`config.mk`:
```
export PLATFORM = sky130hd
export DESIGN_NAME = bool_latch_bank
export DESIGN_NICKNAME = d
export VERILOG_FILES = /design/src/rtl/bool_latch_bank.sv
export SDC_FILE = /design/constraint.sdc
export NUM_CORES = 1
export LEC_CHECK = 0
export ABC_AREA = 1
export BUFFER_PORTS_ARGS = -buffer_cell sky130_fd_sc_hd__buf_2
export CAP_MARGIN = 20
export CORE_UTILIZATION = 45
export CTS_BUF_LIST = sky130_fd_sc_hd__clkbuf_4 sky130_fd_sc_hd__clkbuf_8
export CTS_CLUSTER_DIAMETER = 150
export DETAILED_ROUTE_END_ITERATION = 12
export PLACE_DENSITY_LB_ADDON = 0.15
export SLEW_MARGIN = 5
export SYNTH_ARGS = -nofsm -noshare
export SYNTH_HDL_FRONTEND = slang
export SYNTH_SLANG_ARGS = --single-unit
```
`constraint.sdc`:
```
create_clock -name clk -period 0.9 [get_ports clk]
set_input_delay 0.045 -clock clk [delete_from_list [all_inputs] [get_ports clk]]
set_output_delay 0.045 -clock clk [all_outputs]
set_load 0.1 [all_outputs]
```
`src/rtl/bool_latch_bank.sv`:
```
module bool_latch_bank #(
  parameter int WIDTH = 16
) (
  input  logic             clk,
  input  logic             rst,
  input  logic             cyc_en,
  input  logic             bypass,
  input  logic             cap_rise,
  input  logic             cap_fall,
  input  logic             init_n,
  input  logic             init_val,
  input  logic [WIDTH-1:0] din,
  output logic [WIDTH-1:0] dout
);

  logic rise_q, fall_q;
  logic hit;

  assign hit = (cap_rise & ~rise_q) | (~cap_fall & fall_q);

  always_ff @(posedge clk) begin
    if (rst) begin
      rise_q <= 1'b0;
      fall_q <= 1'b0;
      dout   <= '0;
    end else if (cyc_en) begin
      rise_q <= cap_rise;
      fall_q <= cap_fall;
      if (!init_n)
        dout <= {WIDTH{init_val}};
      else if (bypass || hit)
        dout <= din;
    end
  end

endmodule


```
==> impl_metrics.toml <==
[run_status]
outcome = "complete, but fails checks"
violations = "negative setup slack"

[place]
placed_area_sq_um = 1540
gp_congestion = 0.752
dp_cells = 218
dpl.hpwl_mm = 1.80
port_buffers = 39

[cells_and_area]
layout.cells.non_filler = 225
stdcell_area_sq_um = 1640
antenna_cells = 0
drive_gt1_share_pct = 46.7
syn_to_final_growth_pct = 58.3
nNetsFinal = 222

[grt]
antenna_found_initial = 0
grt_pass1_wl_mm = 3.97
overflow = 0
grt.total_usage_pct = 20.4
grt_pass1_vias = 1018
grt_max_degree = 37

[clock_tree]
cts_max_path_buffers = 2
clk_latency_ns = 0.29
cts_tree = "yes"
numCtsBuffers = 3
cts_root_buffer = "clkbuf_4"
clock_sinks = 18
cts_max_level = 1
cts.clk_slew.worst_paths_ns = 0.10

[power]
power.total_w = 0.00253
peakVddDrop_uv = 1100
p_leak_nw = 0.853
power_density_nw_per_um2 = 1540

[synth]
yosysWarnings = 0
synthCells = 156
netlist.area_leader.share_pct = 34.7
ys_ff_latch = 18
syn_avg_cell_area_sq_um = 6.66
ys_seq_area_share_pct = 34.7
syn_nets = 180
synth_top_cell_by_area = "dfxtp_1"
synthTopCellsByArea = "dfxtp_1, nand2_1, nor2_1, nand3_2, a21oi_1"
syn_area_sq_um = 1040
ys_types = 15

[sta]
report.final.slew_viol_count = 0
hold_violations = 0
slew_headroom_pct = 76.6
fin_ws_ns = -0.118
fmax_mhz = 982
fin_tns_setup_ns = -1.16
period_share_pct = 113
tightest_slew_ns = 0.350
min_period_ns = 1.02
rsz0062_at_grt = "yes"
skew_ns = 0.00189
finalSetupViolCount = 16

[floorplan]
die_w_microns = 50.0
core_area_sq_um = 2190
io_pins = 40
die_area_sq_um = 2500
num_rows = 17
start_util_pct = 47.4
die_h_microns = 50.0

[route]
via_per_inst = 4.81
wl_mm = 2.48
ant_nets = 0
wl_per_cell_microns = 11.0
drtPass1Iterations = 4
drc = 0
vias = 1082
drt_iter0_markers = 5

[worst_setup_path]
critPathKind = "reg2reg"
cp.arrival_ns = 1.22
cp_data_required_time_ns = 1.10
crit_chain = "inv_2, nand2_2, nand3_4, buf_12, nand3_1, nand2_1, nor2_1"
slowest_stage = "dfxtp_2"
crit_path_end_kind = "register"
crit_buf_inv = 2
start_kind = "register"
crit_family = "simple AND/OR/NAND/NOR gates"
cp_max_fo = 22
max_stage_delay_ns = 0.33

[min_path]
min-delay-path-class = "in2reg"

[flow_run]
max-cap-violations = 0
[final timing paths]
path / cells past startpoint / to / startpoint / slack, ns
setup reg to reg: 7 / dout[2] / rise_q / -0.12
hold reg to reg: 2 / dout[2] / dout[2] / 0.52
hold / removal: 3 / rise_q / cap_rise / 0.05
setup / recovery: 7 / dout[2] / rise_q / -0.12
[Yosys cell counts, drive strengths merged]
| cell | number |
|---|---|
| nor2 | 36 |
| nand2 | 34 |
| inv | 20 |
| a21oi | 18 |
| dfxtp | 18 |
| nand3 | 17 |
| buf | 11 |
| clkinv | 1 |
| o21ai | 1 |
[registers in the layout, summed over array words and instances, names as in the netlist]
signal  flops
dout       16
rise_q      1
fall_q      1
[metal layers]
metal  wire, microns  up-vias  GRT usage [%]  share of wire (%)
met5               0        -              0                  0
met4              50        0           7.62                2.0
met3              97        6           3.40                3.9
met2            1330       24           40.9                 54
met1             997      495           20.2                 40
li1                -      557              -                  -
[cell usage in the layout (no fill, tap or decap), drive strengths merged]
master / count
buf: 46
nor2: 36
nand2: 34
inv: 20
dfxtp: 18
a21oi: 18
nand3: 17
clkbuf: 4
dlygate4sd3: 2
clkinv: 1
o21ai: 1
[cell families after synthesis]
logic type	after synthesis	share of synthesized area (%)
AND/OR/NAND/NOR	87	41.0
buffers and inverters	32	15.2
AO/OA/AOI/OAI	19	9.16
flip-flops	18	34.7
[where the power goes]
part	leakage (nW)	internal (W)	switching [W]
logic	0.676	0.000410	0.000675
clock network	0.0210	0.000247	0.000253
registers	0.156	0.000870	0.0000702
[stage by stage]
stage | worst slack [ns] | hold WS, ns | utilization, %
after global placement | -0.0658 | 0.225 | 70.1
final | -0.118 | 0.0512 | 75.0
after CTS | -0.117 | 0.0419 | 73.2
after detailed placement | -0.113 | 0.247 | 70.1
after global routing | -0.178 | 0.0914 | 75.0
after floorplan | -0.0130 | 0.117 | -
[timing repair]
item / CTS / global route
buffers inserted: 0 / 1
hold buffers: 2 / 0
endpoints found under the setup margin: 18 / 32
resized for setup: 5 / 11
pin swaps: 0 / 0
hold endpoints to repair: 2 / 0
[worst reg2reg max path: cells and delay by family (launching register included)]
family	cells	cell delay (ns)
flip-flops	1	0.33
buffers and inverters	2	0.22
AND/OR/NAND/NOR	5	0.37
[cell type report]
cell class / count / area (sq um)
clock buffers: 4 / 36.3
fillers: 162 / 547
inverters: 21 / 78.8
multi-input cells: 106 / 553
flip-flops and latches: 18 / 395
well taps: 28 / 35.0
repair buffers: 48 / 546
(Power assumes the default switching activity.)
